**config.mk**
```make
export PLATFORM = sky130hd
export DESIGN_NAME = pos_snapshot_reader
export DESIGN_NICKNAME = d
export VERILOG_FILES = /design/src/rtl/qd_snap_pkg.sv /design/src/rtl/qd_inhibit_ctrl.sv /design/src/rtl/qd_axis_latch.sv /design/src/rtl/qd_byte_mux.sv /design/src/rtl/pos_snapshot_reader.sv
export SDC_FILE = /design/constraint.sdc
export NUM_CORES = 1
export LEC_CHECK = 0
export ABC_AREA = 1
export BUFFER_PORTS_ARGS = -buffer_cell sky130_fd_sc_hd__buf_2
export CAP_MARGIN = 20
export CORE_MARGIN = 5
export CORE_UTILIZATION = 45
export CTS_CLUSTER_DIAMETER = 80
export CTS_CLUSTER_SIZE = 8
export DETAILED_ROUTE_END_ITERATION = 6
export HOLD_SLACK_MARGIN = 0.06
export PLACE_DENSITY = 0.79
export SLEW_MARGIN = 20
export SYNTH_ARGS = -nofsm -noshare
export SYNTH_HDL_FRONTEND = slang
export SYNTH_HIERARCHICAL = 1
export SYNTH_SLANG_ARGS = --single-unit
export TNS_END_PERCENT = 50
```
**constraint.sdc**
```tcl
create_clock -name clk -period 3.05 [get_ports clk]
set_clock_uncertainty 0.1 [all_clocks]
set_input_delay 0.1525 -clock clk [delete_from_list [all_inputs] [get_ports clk]]
set_output_delay 0.1525 -clock clk [all_outputs]
set_load 0.02 [all_outputs]
```
**src/rtl/qd_snap_pkg.sv**
```systemverilog
package qd_snap_pkg;

   // Byte select code, written as {sel_hi_n, sel_lo}
   typedef enum logic [1:0] {
      SELC_LOWER  = 2'b00,
      SELC_TOP    = 2'b01,
      SELC_BOTTOM = 2'b10,
      SELC_UPPER  = 2'b11
   } selc_t;

   // Lane index of the byte presented for each select code (3 = most significant)
   function automatic logic [1:0] lane_of(input selc_t code);
      case (code)
         SELC_TOP:    lane_of = 2'd3;
         SELC_UPPER:  lane_of = 2'd2;
         SELC_LOWER:  lane_of = 2'd1;
         default:     lane_of = 2'd0;
      endcase
   endfunction

endpackage

```
**src/rtl/qd_inhibit_ctrl.sv**
```systemverilog
module qd_inhibit_ctrl (
   input  logic clk,
   input  logic rst_n,
   input  logic oe_n,
   output logic hold
);

   // Sampled on the falling edge, so the host's enable sets up half a cycle before it
   always_ff @(negedge clk or negedge rst_n) begin
      if (!rst_n) hold <= 1'b0;
      else        hold <= ~oe_n;
   end

   // Enable low for a whole cycle means a falling edge saw it low
   assert_hold_set_R2: assert property (@(posedge clk) disable iff (!rst_n)
      (!oe_n && $past(!oe_n)) |-> hold);

   // Enable high for a whole cycle means a falling edge saw it high
   assert_hold_clear_R3: assert property (@(posedge clk) disable iff (!rst_n)
      (oe_n && $past(oe_n)) |-> !hold);

endmodule

```
**src/rtl/qd_axis_latch.sv**
```systemverilog
module qd_axis_latch #(
   parameter int CNT_W = 32
) (
   input  logic             clk,
   input  logic             rst_n,
   input  logic             hold,
   input  logic [CNT_W-1:0] cnt,
   output logic [CNT_W-1:0] q
);

   always_ff @(posedge clk or negedge rst_n) begin
      if (!rst_n)     q <= '0;
      else if (!hold) q <= cnt;
   end

   assert_latch_follows_R1: assert property (@(posedge clk) disable iff (!rst_n)
      !hold |=> (q == $past(cnt)));

   // Covers R8 and R9 as well: nothing but the hold flag reaches the latch
   assert_latch_frozen_R2: assert property (@(posedge clk) disable iff (!rst_n)
      hold |=> $stable(q));

endmodule

```
**src/rtl/qd_byte_mux.sv**
```systemverilog
module qd_byte_mux
   import qd_snap_pkg::*;
#(
   parameter int CNT_W          = 32,
   parameter int BYTE_W         = 8,
   parameter int AXES           = 2,
   parameter bit ZERO_WHEN_IDLE = 1'b1
) (
   input  logic [AXES*CNT_W-1:0] latch_flat,
   input  logic                  axis_sel,
   input  logic                  sel_hi_n,
   input  logic                  sel_lo,
   input  logic                  oe_n,
   output logic [BYTE_W-1:0]     d_out,
   output logic                  d_drive
);

   localparam int NLANE = CNT_W / BYTE_W;

   logic [CNT_W-1:0]  word;
   logic [BYTE_W-1:0] lane [NLANE];
   logic [BYTE_W-1:0] picked;
   selc_t             code;

   generate
      if (AXES == 1) begin : g_one_axis
         assign word = latch_flat[CNT_W-1:0];
      end else begin : g_two_axis
         assign word = axis_sel ? latch_flat[2*CNT_W-1:CNT_W] : latch_flat[CNT_W-1:0];
      end

      for (genvar g = 0; g < NLANE; g++) begin : g_lane
         assign lane[g] = word[g*BYTE_W +: BYTE_W];
      end
   endgenerate

   assign code    = selc_t'({sel_hi_n, sel_lo});
   assign picked  = lane[lane_of(code)];
   assign d_drive = ~oe_n;

   generate
      if (ZERO_WHEN_IDLE) begin : g_zero_idle
         assign d_out = d_drive ? picked : '0;
      end else begin : g_keep_idle
         assign d_out = picked;
      end
   endgenerate

endmodule

```
**src/rtl/pos_snapshot_reader.sv**
```systemverilog
module pos_snapshot_reader #(
   parameter int CNT_W          = 32,
   parameter int BYTE_W         = 8,
   parameter int AXES           = 2,
   parameter bit ZERO_WHEN_IDLE = 1'b1
) (
   input  logic                  clk,
   input  logic [AXES-1:0]       rst_n,
   input  logic                  oe_n,
   input  logic                  sel_hi_n,
   input  logic                  sel_lo,
   input  logic                  axis_sel,
   input  logic [AXES*CNT_W-1:0] cnt_in,
   output logic [BYTE_W-1:0]     d_out,
   output logic                  d_drive
);

   localparam int NLANE = CNT_W / BYTE_W;

   generate
      if (NLANE * BYTE_W != CNT_W || NLANE != 4) begin : g_bad_width
         $error("pos_snapshot_reader: CNT_W must be four times BYTE_W");
      end
      if (AXES < 1 || AXES > 2) begin : g_bad_axes
         $error("pos_snapshot_reader: AXES must be 1 or 2");
      end
   endgenerate

   logic                  rst_all_n;
   logic                  hold;
   logic [AXES*CNT_W-1:0] latch_flat;

   // Any axis reset clears the shared hold flag
   assign rst_all_n = &rst_n;

   qd_inhibit_ctrl u_inh (
      .clk   (clk),
      .rst_n (rst_all_n),
      .oe_n  (oe_n),
      .hold  (hold)
   );

   generate
      for (genvar a = 0; a < AXES; a++) begin : g_axis
         qd_axis_latch #(.CNT_W(CNT_W)) u_lat (
            .clk   (clk),
            .rst_n (rst_n[a]),
            .hold  (hold),
            .cnt   (cnt_in[a*CNT_W +: CNT_W]),
            .q     (latch_flat[a*CNT_W +: CNT_W])
         );
      end
   endgenerate

   qd_byte_mux #(
      .CNT_W          (CNT_W),
      .BYTE_W         (BYTE_W),
      .AXES           (AXES),
      .ZERO_WHEN_IDLE (ZERO_WHEN_IDLE)
   ) u_mux (
      .latch_flat (latch_flat),
      .axis_sel   (axis_sel),
      .sel_hi_n   (sel_hi_n),
      .sel_lo     (sel_lo),
      .oe_n       (oe_n),
      .d_out      (d_out),
      .d_drive    (d_drive)
   );

   generate
      if (ZERO_WHEN_IDLE) begin : g_idle_chk
         assert_bus_idle_R5: assert property (@(posedge clk) disable iff (!rst_all_n)
            oe_n |-> (!d_drive && d_out == '0));
      end
   endgenerate

   // one flag for both axes, so a steady latch while frozen holds on every axis
   assert_axes_frozen_R8: assert property (@(posedge clk) disable iff (!rst_all_n)
      hold |=> $stable(latch_flat));

endmodule

```
==> metrics.md, run 1 <==
| Metric | Value |
|---|---|
| Layout cells sized above 1 | `0.2064` |
| CP max-delay cell | `dfrtn_1` |
| Yosys cell types | `18` |
| FF+latch count, synth | `65` |
| Asr flop ratio synth | `1.000` |
| Ant. Diodes | `0` |
| CP Capture Type | `flip-flop` |
| RSZ-0062 raised after global routing | `false` |
| Iter 0 DRT Violations | `128` |
| IO Port Bufs | `79` |
| Drt wl/cell | `about 13 um` |
| Die Wd | `96.20 um` |
| Sequential area share after synthesis | `0.4865` |
| Max_cap viols | `0` |
| Crit path DAT | `2.84 ns` |
| Post-synth EDFFs | `0` |
| Vias per std cell | `4.601` |
| Most frequent cell after synthesis | `nand2_1` |
| Max VDD drop | `0.2909 mV` |
| Final Hold Violating Endpoints | `0` |
| Drt drc | `0` |
| Initial antenna violation count | `0` |
| Max Slew Vio Count | `0` |
| H-tree depth | `3` |
| Post-Syn Area | `0.003343 mm2` |
| Starting Density | `0.4609` |
| FP Rows | `31` |
| Cell family with most CP delay | `flip-flops` |
| Place WS | `~0.33 ns` |
| Vias in the first global route | `3253` |
| Post-Synthesis Cells | `450` |
| DIE AREA | `0.009253 mm2` |
| Wire length of the first global-routing pass | `around 15 mm` |
| Core area | `0.007253 mm2` |
| Total track usage | `0.2056` |
| Drt total wl | `8.820 mm` |
| Area leader, netlist | `dfrtp_1` |
| Most frequent cells after synthesis | `nand2_1 (253), dfrtp_1 (64), nor2_1 (32)` |
| Largest cells by area after synthesis | `dfrtp_1 (48%), nand2_1 (28%), nand2_2 (3.7%)` |
| Worst Tran Pin Value | `0.5520 ns` |
| Setup Crit Path Kind | `flip-flop to flip-flop` |
| Ordered list of cells on the worst path | `buf_12 -> inv_8 -> nand2_2 -> nand2_1` |
| Startpoint Class | `flip-flop` |
| CTS Root Cell | `clkbuf_8` |
| Final Cell Area | `0.004564 mm2` |
| CTS tree | `done` |
| Worst-path clk slew | `0.07 ns` |
| Average cell area after synthesis | `7.429 um2` |
| Endpoints failing setup | `0` |
| Gpl congestion | `0.8679` |
| IO Count | `80` |
| CTS Buf Count | `9` |
| Total number of yosys warnings | `6` |
| Die Span Y | `96.20 um` |
| Nets | `around 660` |
| Final WS setup | `0.3393 ns` |
| Max_slew headroom | `0.6320` |
| DP Area | `approximately 0.0037 mm2` |
| # clock sinks | `65` |
| Status | `finished clean` |
| Routed Antenna Nets | `0` |
| Synthesized net count | `521` |
| Top FF cell, synth | `dfrtp_1` |
| Largest net degree at the start of global routing | `39` |
| Routed vias | `3175` |
| WP data required | `around 3.2 ns` |
| P per Cell Area | `494.0 mW/mm2` |
| Clock Path Buffers | `2` |
| Fin Setup TNS | `0 ns` |
| Area growth, synth to finish | `36.53%` |
| Crit path buffers/inverters | `2` |
| CP max stage delay | `0.49 ns` |
| Hold Crit Class | `input port to asynchronous set/reset pin` |
| P_leak | `2.532 nW` |
| Hpwl dp | `6.119 mm` |
| Synth top area share | `0.4790` |
| Clock Latency Late Sink | `0.34 ns` |
| GRT Residual Overflow | `0` |
| Pre-Repair DR Iteration Count | `4` |
| CP Max Fanout | `38` |
-- cell families after synthesis --
group,Yosys count,share of synthesized area
AO/OA/AOI/OAI,8,0.01198
buffers and inverters,48,0.1082
flip-flops,65,0.4865
AND/OR/NAND/NOR,329,0.3933
-- registers in the layout, indices dropped and copies added (netlist names) --
register	count
u_inh/hold	1
g_axis.u_lat/q	64
-- worst paths after layout --
path | from | endpoint | slack [ns] | cells after the start
min | rst_n[0] | g_axis[0].u_lat/q[4]$_DFFE_PN0N_ | 0.27 | 3
max in group asynchronous | rst_n[1] | u_inh/hold$_DFF_NN0_ | 1.11 | 4
max | u_inh/hold$_DFF_NN0_ | g_axis[0].u_lat/q[5]$_DFFE_PN0N_ | 0.34 | 4
max reg2reg | u_inh/hold$_DFF_NN0_ | g_axis[0].u_lat/q[5]$_DFFE_PN0N_ | 0.34 | 4
min reg2reg | g_axis[1].u_lat/q[1]$_DFFE_PN0N_ | g_axis[1].u_lat/q[1]$_DFFE_PN0N_ | 0.38 | 2
min in group clk | g_axis[1].u_lat/q[1]$_DFFE_PN0N_ | g_axis[1].u_lat/q[1]$_DFFE_PN0N_ | 0.38 | 2
-- timing repair --
item | 4_1_cts | 5_1_grt
buffers inserted | 0 | 0
resized for setup | 0 | 0
endpoints found under the hold margin | 128 | 0
hold buffers | 66 | 0
-- metal layers --
metal	GRT usage	routed length, um	share of wire
met5	0	0	0
met4	0.05450	40	0.0045
met3	0.03909	599	0.068
met2	0.3686	4539	0.51
met1	0.2510	3641	0.41
-- worst reg2reg max path: stages, from the launching register on --
cell and delay [ns]:
dfrtn_1 0.49, buf_12 0.23, inv_8 0.14, nand2_2 0.08, nand2_1 0.05
-- cell usage in the layout (no fill, tap or decap) --
| master | instances |
|---|---|
| buf_2 | 79 |
| inv_8 | 2 |
| o21ai_1 | 6 |
| dfrtp_1 | 64 |
| nor2_1 | 32 |
| clkinv_1 | 1 |
| inv_1 | 19 |
| buf_12 | 2 |
| clkbuf_1 | 1 |
| bufinv_16 | 3 |
| clkinvlp_4 | 1 |
| nand2_1 | 253 |
| clkinv_4 | 1 |
| nand2_2 | 20 |
| buf_4 | 2 |
| clkbuf_8 | 9 |
| dlygate4sd3_1 | 66 |
| inv_2 | 2 |
| inv_6 | 1 |
| nand3_1 | 24 |
| dfrtn_1 | 1 |
| o21ai_0 | 2 |
-- power by group --
part	total (mW)	switching, mW	internal [mW]
clock	0.884	0.337	0.547
combinational	0.384	0.210	0.175
sequential	0.986	0.0472	0.939
total	2.25	0.594	1.66
-- cell type report --
cell class / count / area (um2)
fill: 661 / 2689
sequential: 65 / 1627
multi-input combinational: 337 / 1355
timing repair buffer: 149 / 1111
clock buffer: 10 / 127.6
tap: 99 / 123.9
clock inverter: 6 / 115.1
inverter: 24 / 105.1
-- stage by stage --
step | util | power (mW) | hold slack (ns) | std cells
floorplan | - | 1.207 | -0.2431 | 450
finish | 0.6293 | 2.255 | 0.2704 | 690
detailed placement | 0.5047 | 1.320 | 0.1085 | 608
global route | 0.6293 | 2.377 | 0.3148 | 690
CTS | 0.6293 | 2.277 | 0.2651 | 690
global placement | 0.5047 | 1.310 | 0.1009 | 608
Note: power is estimated with default switching activity, not from simulation.
==> run 2: changes to the inputs <==
Settings changed: PLACE_DENSITY 0.79 to 0.8, SYNTH_HIERARCHICAL 1 to not set.
==> metrics.md, run 2 <==
| Metric | Value |
|---|---|
| WP data required | `3.18 ns (about the same)` |
| CTS Buf Count | `9 (unchanged)` |
| Max_cap viols | `0 (unchanged)` |
| Reg-to-reg startpoint | `u_inh.hold$_DFF_NN0_` |
| P_leak | `2.184 nW (-14%)` |
| CTS tree | `done` |
| Max VDD drop | `0.3457 mV (+19%)` |
| Sw frac | `0.2535 (-0.009929)` |
| Sequential area share after synthesis | `0.5280 (+0.04150)` |
| Gpl congestion | `0.7752 (-11%)` |
| Drt total wl | `8.521 mm (-3.4%)` |
| Vias per std cell | `4.973 (+8.1%)` |
| Final Cell Area | `0.004410 mm2 (-3.4%)` |
| Worst-path clk slew | `0.07 ns (about the same)` |
| DR WL met2 | `4.426 mm (-2.5%)` |
| Top Layer Used | `met4` |
| Max Slew Vio Count | `0 (unchanged)` |
| Reg2reg end | `g_axis[0].u_lat.q[8]$_DFFE_PN0N_` |
| Wl on met1 | `3.376 mm (-7.3%)` |
| Fin Setup TNS | `0 ns (unchanged)` |
| Most frequent cells in the layout | `nand2_1 (81), buf_2 (79), dlygate4sd3_1 (66)` |
| Finished Core Util | `0.6564 (+0.02713)` |
| DP Area | `0.003521 mm2 (-3.8%)` |
| FF+latch count, synth | `65 (unchanged)` |
| Yosys cell types | `15 (-3)` |
| GRT Residual Overflow | `0 (unchanged)` |
| Area leader, netlist | `dfrtp_1` |
| Endpoints failing setup | `0 (unchanged)` |
| Inst Count DP | `474 (-22%)` |
| Synth top area share | `0.5199 (+0.04086)` |
| P per Cell Area | `500.6 mW/mm2 (+1.3%)` |
| Iter 0 DRT Violations | `128 (unchanged)` |
| Largest register FFs | `64 (unchanged)` |
| RSZ-0062 raised after global routing | `false` |
| Hpwl dp | `5.439 mm (-11%)` |
| CTS Root Cell | `clkbuf_8` |
| Routed vias | `2765 (-13%)` |
| Most frequent cell after synthesis | `nand2_1` |
| Clock Power Share | `0.378 (-0.014)` |
| Largest net degree at the start of global routing | `44 (+13%)` |
| H-tree depth | `3 (unchanged)` |
| Top reg by flops | `g_axis.u_lat.q` |
| Largest cells by area after synthesis | `dfrtp_1 (52%), mux2_2 (18%), nand2_1 (9.9%)` |
| End of the critical path | `g_axis[0].u_lat.q[8]$_DFFE_PN0N_` |
| Drt wl/cell | `15.33 um (+20%)` |
| Pwr Total | `2.208 mW (-2.1%)` |
| R2R setup slack | `0.19 ns (-0.15 ns)` |
| Core area | `0.006719 mm2 (-7.4%)` |
| Total number of yosys warnings | `0 (-6)` |
| Crit path DAT | `2.99 ns (+0.15 ns)` |
| Clock Latency Late Sink | `0.35 ns (about the same)` |
| Post-Syn Area | `0.003080 mm2 (-7.9%)` |
| R2R depth | `2 (-2)` |
| Initial antenna violation count | `0 (unchanged)` |
| DIE AREA | `0.008600 mm2 (-7.1%)` |
| Final Hold Violating Endpoints | `0 (unchanged)` |
| FP Rows | `30 (-3.2%)` |
| Ordered list of cells on the worst path | `buf_12 -> mux2_2` |
| DR WL met3 | `496 um (-17%)` |
| Most frequent cells after synthesis | `nand2_1 (81), dfrtp_1 (64), mux2_2 (48), nor2_1 (48), nand3_1 (24)` |
| Status | `finished clean` |
| Vias in the first global route | `2917 (-10%)` |
| Area growth, synth to finish | `43.18%` |
| Combinational Power Share | `0.175 (+0.005)` |
| Post-synth EDFFs | `0 (unchanged)` |
| Routed Antenna Nets | `0 (unchanged)` |
| Layout cells sized above 1 | `0.3130 (+0.1066)` |
| Die Wd | `92.74 um (-3.6%)` |
| Wire length of the first global-routing pass | `14.08 mm (-3.3%)` |
| IO Count | `80 (unchanged)` |
| Sequential power share | `0.447 (+0.010)` |
| Total track usage | `0.2149 (+0.009293)` |
| CP Capture Type | `flip-flop` |
| Layout Cells excl Fill | `556 (-19%)` |
| CP max-delay cell | `dfrtn_1` |
| Starting Density | `0.4585 (-0.002455)` |
| CP Max Fanout | `37 (-2.6%)` |
| Asr flop ratio synth | `1.000 (unchanged)` |
| Worst Tran Pin Value | `0.6237 ns (+0.07171 ns)` |
| Nets | `542 (-18%)` |
| Hold Crit Class | `input port to asynchronous set/reset pin` |
| Die Span Y | `92.74 um (-3.6%)` |
| Drt drc | `0 (unchanged)` |
| Int Pwr | `1.648 mW (-0.76%)` |
| IO Port Bufs | `79 (unchanged)` |
| Clock Path Buffers | `2 (unchanged)` |
| Post-Synthesis Cells | `330 (-27%)` |
| Ant. Diodes | `0 (unchanged)` |
| CP max stage delay | `0.50 ns (about the same)` |
| Largest registers | `g_axis.u_lat.q x64, u_inh.hold x1` |
| Average cell area after synthesis | `9.335 um2 (+26%)` |
| Max_slew headroom | `0.5842 (-0.04780)` |
| Most common cell after layout, fill and taps aside | `nand2_1` |
| Psw | `559.6 uW (-5.8%)` |
| Synthesized net count | `401 (-23%)` |
| Top FF cell, synth | `dfrtp_1` |
| Pre-Repair DR Iteration Count | `5 (+1)` |
| Setup Crit Path Kind | `flip-flop to flip-flop` |
| Startpoint Class | `flip-flop` |
| # clock sinks | `65 (unchanged)` |
| Worst setup startpoint | `u_inh.hold$_DFF_NN0_` |
| Total setup buffers inserted after CTS | `0 (unchanged)` |
[run 2: stage by stage]
step	setup slack (ns)	hold WS, ns
after floorplan	0.2516	-0.2431
after global placement	0.2284	0.1373
after detailed placement	0.1872	0.1477
after CTS	0.1936	0.2945
after global routing	0.1336	0.3261
final	0.1903	0.2973
[run 2: worst min-delay path by stage]
stage | start | slack [ns] | cells past startpoint | endpoint
2_1_floorplan | rst_n[0] | -0.24 | 0 | g_axis[0].u_lat.q[0]$_DFFE_PN0N_
4_1_cts | rst_n[1] | 0.29 | 3 | g_axis[1].u_lat.q[21]$_DFFE_PN0N_
3_5_place_dp | rst_n[1] | 0.15 | 2 | g_axis[1].u_lat.q[21]$_DFFE_PN0N_
3_3_place_gp | rst_n[0] | 0.14 | 2 | g_axis[0].u_lat.q[12]$_DFFE_PN0N_
5_1_grt | rst_n[0] | 0.33 | 3 | g_axis[0].u_lat.q[12]$_DFFE_PN0N_
6_report | rst_n[1] | 0.30 | 3 | g_axis[1].u_lat.q[29]$_DFFE_PN0N_
[run 2: kinds of logic after synthesis]
group / Yosys count / share of synthesized area
flip-flops: 65 / 0.5280
AND/OR/NAND/NOR: 153 / 0.1962
multiplexers: 48 / 0.1755
AO/OA/AOI/OAI: 24 / 0.03899
buffers and inverters: 40 / 0.06133
[run 2: area by class of cell]
| class | instances | area (um2) |
|---|---|---|
| Clock buffer | 11 | 151.4 |
| Tap cell | 80 | 100.1 |
| Multi-Input combinational cell | 225 | 1265 |
| Timing Repair Buffer | 149 | 1111 |
| Fill cell | 528 | 2308 |
| Sequential cell | 65 | 1627 |
| Inverter | 21 | 78.83 |
| Clock inverter | 5 | 77.57 |
[run 2: layer usage]
metal / vias to the layer above / global-route usage
met2: 87 / 0.3849
met5: - / 0
met3: 20 / 0.04955
met1: 1316 / 0.2439
met4: 0 / 0.09280
li1: 1342 / -
[run 2: power by group through the flow]
stage	logic (mW)	registers, mW	clock network, mW
after floorplan	0.209	0.986	0
after global placement	0.309	0.996	0
after detailed placement	0.319	1.00	0
after CTS	0.386	0.986	0.854
after global routing	0.432	0.996	0.884
final	0.387	0.986	0.835
[run 2: repair_timing]
action / 4_1_cts / 5_1_grt
hold endpoints to repair: 128 / 0
endpoints found under the setup margin: 0 / 0
gates resized for setup: 0 / 0
hold buffers: 66 / 0
[run 2: worst max-delay path: cells and delay by family (launching register included)]
kind                   cells  cell delay (ns)
multiplexers               1             0.37
buffers and inverters      1             0.25
flip-flops                 1             0.50
